File: src/rtl/agc_pkg.sv
package agc_pkg;
  // Direction index for the two persistence qualifiers
  localparam int DIR_DN = 0;
  localparam int DIR_UP = 1;
  localparam int NUM_DIR = 2;

  typedef enum logic [1:0] {
    DLY_ZERO  = 2'd0,
    DLY_SHORT = 2'd1,
    DLY_MID   = 2'd2,
    DLY_LONG  = 2'd3
  } delay_code_e;
endpackage

File: src/rtl/agc_persist.sv
module agc_persist #(
  parameter int CNT_W = 5
) (
  input  logic             clk,
  input  logic             rst,
  input  logic             clr,
  input  logic             tick,
  input  logic             flag,
  input  logic [CNT_W-1:0] limit,
  output logic             fire
);
  logic [CNT_W-1:0] cnt;

  // >= keeps a shortened limit from stranding a running count
  assign fire = tick && flag && (cnt >= limit);

  always_ff @(posedge clk) begin
    if (rst || clr) begin
      cnt <= '0;
    end else if (tick) begin
      if (!flag || fire) cnt <= '0;
      else               cnt <= cnt + 1'b1;
    end
  end


  restart_chk: assert property (@(posedge clk) disable iff (rst)
    (tick && !flag && !clr) |=> (cnt == '0));


  idle_hold_chk: assert property (@(posedge clk) disable iff (rst)
    (!tick && !clr) |=> $stable(cnt));
endmodule

File: src/rtl/agc_ladder.sv
module agc_ladder #(
  parameter int LNA_W = 2
) (
  input  logic             clk,
  input  logic             rst,
  input  logic             en,
  input  logic             step_dn,
  input  logic             step_up,
  output logic             mix2_hi,
  output logic             mix1_hi,
  output logic [LNA_W-1:0] lna_code
);
  localparam int LNA_TOP   = (1 << LNA_W) - 1;
  localparam int MAX_LEVEL = LNA_TOP + 2;
  localparam int LVL_W     = $clog2(MAX_LEVEL + 1);
  localparam logic [LVL_W-1:0] LVL_MAX = LVL_W'(MAX_LEVEL);
  localparam logic [LVL_W-1:0] LVL_M1  = LVL_W'(MAX_LEVEL - 1);
  localparam logic [LVL_W-1:0] LVL_LNA = LVL_W'(LNA_TOP);

  logic [LVL_W-1:0] level, level_nx;

  always_comb begin
    level_nx = level;
    if (!en) begin
      level_nx = LVL_MAX;
    end else if (step_dn) begin
      if (level != '0) level_nx = level - 1'b1;
    end else if (step_up) begin
      if (level != LVL_MAX) level_nx = level + 1'b1;
    end
  end

  always_ff @(posedge clk) begin
    if (rst) begin
      level    <= LVL_MAX;
      mix2_hi  <= 1'b1;
      mix1_hi  <= 1'b1;
      lna_code <= '1;
    end else begin
      level    <= level_nx;
      mix2_hi  <= (level_nx == LVL_MAX);
      mix1_hi  <= (level_nx >= LVL_M1);
      lna_code <= (level_nx >= LVL_LNA) ? LNA_W'(LNA_TOP) : level_nx[LNA_W-1:0];
    end
  end


  single_step_chk: assert property (@(posedge clk) disable iff (rst)
    en |=> (level == $past(level) || level == $past(level) + 1'b1 ||
            level + 1'b1 == $past(level)));


  idle_full_gain_chk: assert property (@(posedge clk) disable iff (rst)
    !en |=> (mix2_hi && mix1_hi && lna_code == '1));


  mixer_order_chk: assert property (@(posedge clk) disable iff (rst)
    !mix1_hi |-> !mix2_hi);


  lna_order_chk: assert property (@(posedge clk) disable iff (rst)
    (lna_code != '1) |-> !mix1_hi);


  floor_hold_chk: assert property (@(posedge clk) disable iff (rst)
    (en && level == '0 && !step_up) |=> (level == '0));
endmodule

File: src/rtl/agc_stepper.sv
module agc_stepper #(
  parameter int DLY_SHORT_N = 3,
  parameter int DLY_MID_N   = 15,
  parameter int DLY_LONG_N  = 31,
  parameter int LNA_W       = 2
) (
  input  logic             clk,
  input  logic             rst,
  input  logic             tick,
  input  logic             agc_en,
  input  logic [1:0]       delay_sel,
  input  logic             delay_both,
  input  logic             rssi_lo,
  input  logic             rssi_hi,
  output logic             mix2_hi,
  output logic             mix1_hi,
  output logic [LNA_W-1:0] lna_code
);
  import agc_pkg::*;

  localparam int CNT_W = $clog2(DLY_LONG_N + 1);

  logic [CNT_W-1:0]   sel_limit;
  logic [NUM_DIR-1:0] req_flag;
  logic [NUM_DIR-1:0] req_fire;
  logic [CNT_W-1:0]   req_limit [NUM_DIR];

  always_comb begin
    case (delay_code_e'(delay_sel))
      DLY_SHORT: sel_limit = CNT_W'(DLY_SHORT_N);
      DLY_MID:   sel_limit = CNT_W'(DLY_MID_N);
      DLY_LONG:  sel_limit = CNT_W'(DLY_LONG_N);
      default:   sel_limit = '0;
    endcase
  end

  // High flag has priority; a coincident low flag is treated as absent
  assign req_flag[DIR_DN]  = rssi_hi;
  assign req_flag[DIR_UP]  = rssi_lo && !rssi_hi;
  assign req_limit[DIR_DN] = delay_both ? sel_limit : '0;
  assign req_limit[DIR_UP] = sel_limit;

  for (genvar g = 0; g < NUM_DIR; g++) begin : g_dir
    agc_persist #(.CNT_W(CNT_W)) u_persist (
      .clk   (clk),
      .rst   (rst),
      .clr   (!agc_en),
      .tick  (tick),
      .flag  (req_flag[g]),
      .limit (req_limit[g]),
      .fire  (req_fire[g])
    );
  end

  agc_ladder #(.LNA_W(LNA_W)) u_ladder (
    .clk      (clk),
    .rst      (rst),
    .en       (agc_en),
    .step_dn  (req_fire[DIR_DN]),
    .step_up  (req_fire[DIR_UP]),
    .mix2_hi  (mix2_hi),
    .mix1_hi  (mix1_hi),
    .lna_code (lna_code)
  );


  hi_wins_chk: assert property (@(posedge clk) disable iff (rst)
    rssi_hi |-> !req_fire[DIR_UP]);


  fast_cut_chk: assert property (@(posedge clk) disable iff (rst)
    (agc_en && tick && rssi_hi && !delay_both) |-> req_fire[DIR_DN]);
endmodule

File: config.mk
export PLATFORM = sky130hd
export DESIGN_NAME = agc_stepper
export DESIGN_NICKNAME = d
export VERILOG_FILES = /design/src/rtl/agc_pkg.sv /design/src/rtl/agc_persist.sv /design/src/rtl/agc_ladder.sv /design/src/rtl/agc_stepper.sv
export SDC_FILE = /design/constraint.sdc
export NUM_CORES = 1
export LEC_CHECK = 0
export BUFFER_PORTS_ARGS = -buffer_cell sky130_fd_sc_hd__buf_2
export CELL_PAD_IN_SITES_DETAIL_PLACEMENT = 1
export CELL_PAD_IN_SITES_GLOBAL_PLACEMENT = 1
export CORE_MARGIN = 8
export CORE_UTILIZATION = 35
export CTS_CLUSTER_DIAMETER = 200
export CTS_CLUSTER_SIZE = 8
export DETAILED_ROUTE_END_ITERATION = 10
export GPL_ROUTABILITY_DRIVEN = 0
export GPL_TIMING_DRIVEN = 0
export PLACE_DENSITY = 0.74
export SYNTH_ARGS = -nofsm -noshare
export SYNTH_HDL_FRONTEND = slang
export SYNTH_SLANG_ARGS = --single-unit
File: constraint.sdc
create_clock -name clk -period 3 [get_ports clk]
set_input_delay 0.45 -clock clk [delete_from_list [all_inputs] [get_ports clk]]
set_output_delay 0.45 -clock clk [all_outputs]
set_load 0.01 [all_outputs]
==> flow_results.org <==
** Run status
- The run finished with clean final reports.

** Power
- Power density of the placed cells :: 346.8 nW/µm²
- For this design the static power due to leakage is 0.5077 nW.
- Peak supply drop :: 0.0002090 V

** Clock network
- Clk pin slew, worst setup/hold paths :: 100 ps
- Cts repair resizes :: 0
- After clock tree synthesis, the flow added hold-fix buffers numbering 0.
- CTS built an H-tree with a depth of 1.
- Counting every sink on the clock net gives 16.
- TritonCTS built the clock tree.
- The number of setup buffers added after CTS is 0.
- The number of clock buffers added by TritonCTS is 3.
- Buffer levels on the longest clock path :: 2
- The tree is rooted in a sky130_fd_sc_hd__clkbuf_4.
- Worst-Skew Late Latency :: 290 ps

** STA
- Highest attainable clock frequency :: 439.4 MHz
- Unrepaired setup endpoints after global routing :: false
- For the final routed database, the setup TNS stands at 0 ps.
- Setup violations, final :: 0
- The worst pin sits at a relative slew slack of 71.33%.
- The count of endpoints failing hold in the final timing report was 0.
- The clock period could shrink to 2276 ps.
- Post-route fraction of the period consumed by the critical path :: 75.85%
- Final worst setup slack :: 724.4 ps
- For the pin with the worst max-slew slack, the measured transition is 430.0 ps.
- Final Slew Violations :: 0
- Clock tree skew after final layout :: 6.078 ps

** Hold path
- Hold path startpoint :: rst
- The worst hold path belongs to the class in2reg.

** GRT
- Largest net degree at the start of global routing :: 11
- Overall Global Routing Usage :: 10.35%
- Vias in the first global route :: 942
- Global route overflow :: 0
- The number of antenna violations at the first check in global routing is 0.
- Wire length of the first global-routing pass :: 4.188 mm

** Worst setup path
- In this run the critical register-to-register path is captured at u_ladder.lna_code[1].
- FF-to-FF setup slack :: 910 ps
- Data required time of the worst path :: 3170 ps
- Depth of the most critical reg-to-reg path :: 8
- Crit-path slowest cell :: sky130_fd_sc_hd__or3_4
- Tracing the worst setup path back leads to its startpoint at delay_sel[0].
- Source of the worst register-to-register timing path :: g_dir[1].u_persist.cnt[0]
- The critical path runs through a total of 11 cells.
- Together, buffers and inverters on the worst path number 2.
- Critical path capture point type :: flop
- The worst setup path is of the in2reg kind.
- Crit path launch type :: input pin
- In this design, the stage delay of the slowest critical-path cell is 390 ps.
- Worst endpoint data arrival time :: 2450 ps
- The signal on the critical path passes through buf_2 > or2_2 > nand2_1 > inv_1 > ha_1 > nor3b_1 > o211a_1 > or3_4 > or2_4 > a31oi_2 > a211oi_2.
- The most critical setup path has its endpoint at u_ladder.mix2_hi.
- Worst-path fanout max :: 3
- Among cell families on the critical path, the largest total delay comes from simple AND/OR/NAND/NOR gates.

** Routing
- Wire segments on met3 add up to 94 µm in the final route.
- In this run, the number of DRC markers left after iteration 0 of detailed routing was 23.
- The final layout contains routed wiring with a total length of 2.386 mm.
- The detailed router put a total of 1.128 mm of wire on met1.
- Before antenna repair, the detailed router went through 3 iterations.
- Via density :: 5.168
- The detailed router used layers up to and including met4.
- Summing over every cut layer, the via total after detailed routing is 894.
- Count of unresolved DRC violations after routing :: 0
- Wire per inst :: 13.79 µm
- The routed design uses 1.115 mm of met2 wire.
- The count of nets left with antenna violations once routing finished came out at 0.

** Logic synthesis
- In this run, distinct cell masters in the synthesized netlist total 34.
- Measured against the total synthesized area, the mux share comes to 0%.
- After technology mapping, the gate count stands at 124.
- Async set-or-reset flop fraction in the synthesized netlist :: 0%
- In the post-synthesis netlist, the biggest area contributors are sky130_fd_sc_hd__dfxtp_1 30%, sky130_fd_sc_hd__ha_1 20%, sky130_fd_sc_hd__nand2_1 5.0%.
- Summing the areas of all compound-gate instances in the mapped netlist gives 15.58% of the synthesized area.
- Top_reg_cell synth :: sky130_fd_sc_hd__dfxtp_1
- Yosys warnings :: 0
- By area, the combinational part of the netlist is dominated by simple AND/OR/NAND/NOR gates.
- Post-synthesis adder-cell area fraction :: 20.21%
- Of the synthesized area, sequential elements account for 30.44%.
- Number of synthesized flops with an enable pin :: 0
- Summing the areas of all and, or, nand and nor instances in the mapped netlist gives 22.12% of the synthesized area.
- After synthesis, the mean cell area works out to 8.486 µm².
- When the netlist entered floorplanning its net count stood at 150.
- Post-Syn Area :: 1052 µm²
- FF+latch count, synth :: 16
- Of the total synthesized cell area, the portion taken by XOR and XNOR cells is 6.659%.
- Synth top area share :: 30.44%
- Summed over all instances, the cell type with the most area after synthesis is sky130_fd_sc_hd__dfxtp_1.

** Floorplanning
- The die is 70.83 µm tall.
- Full die area :: 5017 µm²
- The initialized floorplan defines 20 standard-cell rows.
- Placeable Area :: 2953 µm²
- The die is 70.83 µm wide.
- For this design the top-level I/O count stands at 13.
- Once the floorplan was initialized, standard cells occupied 35.64% of the core.

** Cells and area
- The repair_antennas step left the layout with diodes totalling 0.
- After the last flow step, the layout net total stands at 167.
- The top cell types in the final layout, fill and taps aside, are 17 x sky130_fd_sc_hd__ha_1, 16 x sky130_fd_sc_hd__dfxtp_1, 14 x sky130_fd_sc_hd__nand2_1, 13 x sky130_fd_sc_hd__inv_1, 13 x sky130_fd_sc_hd__nor2_1.
- Cells fill 40.30% of the core in the end.
- The post-route netlist has 17.14% of its cells at a drive strength greater than 1.
- Relative to the synthesized area, the layout overhead comes to 13.08%.
- Leading cell type in the layout, fill and taps excluded :: sky130_fd_sc_hd__ha_1

** Run
- Max-cap violations in this run came to 0.

** Place
- OpenSTA, run right after detailed placement, puts the worst setup slack at 404.6 ps.
- Detailed placement finished with a half-perimeter wire length of 1.981 mm.
- IO Port Bufs :: 12
-- cell families after synthesis --
logic type	count (synthesis)
flops	16
simple gates	47
compound gates	22
fa+ha+maj	17
xor+xnor	8
buf+inv	14
-- layout make-up --
class / instances / area [µm²]
buffer: 1 / 3.754
clock buffer: 4 / 36.28
fill: 363 / 1763
inverter: 13 / 48.80
multi-input combinational: 94 / 679.4
sequential: 16 / 320.3
tap: 33 / 41.29
timing repair buffer: 12 / 60.06
-- through the flow --
step / cells / hold WS, ps / area (µm²) / total power [mW]
finish: 173 / 436.6 / 1190 / 0.4126
global route: 173 / 449.3 / 1190 / 0.4403
detailed placement: 169 / 518.7 / 1154 / 0.2740
floorplan: 124 / 475.1 / 1052 / 0.2557
global placement: 169 / 511.4 / 1154 / 0.2715
CTS: 173 / 439.5 / 1190 / 0.4241
-- worst register-to-register path, cell delays in order (launching register included) --
cell and delay (ps):
sky130_fd_sc_hd__dfxtp_1 420, sky130_fd_sc_hd__inv_1 70, sky130_fd_sc_hd__ha_1 280, sky130_fd_sc_hd__nor2b_1 140
sky130_fd_sc_hd__o21a_1 140, sky130_fd_sc_hd__o21ai_1 130, sky130_fd_sc_hd__a31o_2 300, sky130_fd_sc_hd__a221oi_2 390
sky130_fd_sc_hd__nand2_1 90
-- flip-flops by register name, indices dropped and copies added, names as in the netlist --
signal	cells
g_dir.u_persist.cnt	10
u_ladder.level	3
u_ladder.lna_code	2
u_ladder.mix2_hi	1
-- where the power goes --
group | internal [mW] | switching, mW | total [mW]
logic | 0.0213 | 0.0305 | 0.0519
clock network | 0.0740 | 0.0701 | 0.144
registers | 0.215 | 0.00210 | 0.217
-- worst min-delay path by stage --
| stage | endpoint | cells past startpoint | slack [ps] |
|---|---|---|---|
| floorplan | g_dir[0].u_persist.cnt[1] | 2 | 480 |
| global placement | g_dir[0].u_persist.cnt[1] | 2 | 510 |
| detailed placement | g_dir[0].u_persist.cnt[1] | 2 | 520 |
| CTS | u_ladder.level[0] | 3 | 440 |
| global route | u_ladder.level[0] | 3 | 450 |
| finish | u_ladder.level[0] | 3 | 440 |
-- routing by layer --
metal	GRT usage, %	vias to the layer above
met3	2.825	5
met1	12.07	416
met2	16.79	13
met4	5.543	0
li1	-	460
met5	0	-
-- cell usage after synthesis, types with 2 or more instances --
library cell               number
sky130_fd_sc_hd__nand2b_1       2
sky130_fd_sc_hd__nand2_1       14
sky130_fd_sc_hd__ha_1          17
sky130_fd_sc_hd__dfxtp_1       16
sky130_fd_sc_hd__o211ai_1       3
sky130_fd_sc_hd__nand3_1        4
sky130_fd_sc_hd__o21ai_0        3
sky130_fd_sc_hd__nand4_1        4
sky130_fd_sc_hd__nor2_1        13
sky130_fd_sc_hd__a21oi_1        6
sky130_fd_sc_hd__xnor2_1        2
sky130_fd_sc_hd__xor2_1         6
sky130_fd_sc_hd__inv_1         13
(Power assumes the default switching activity.)
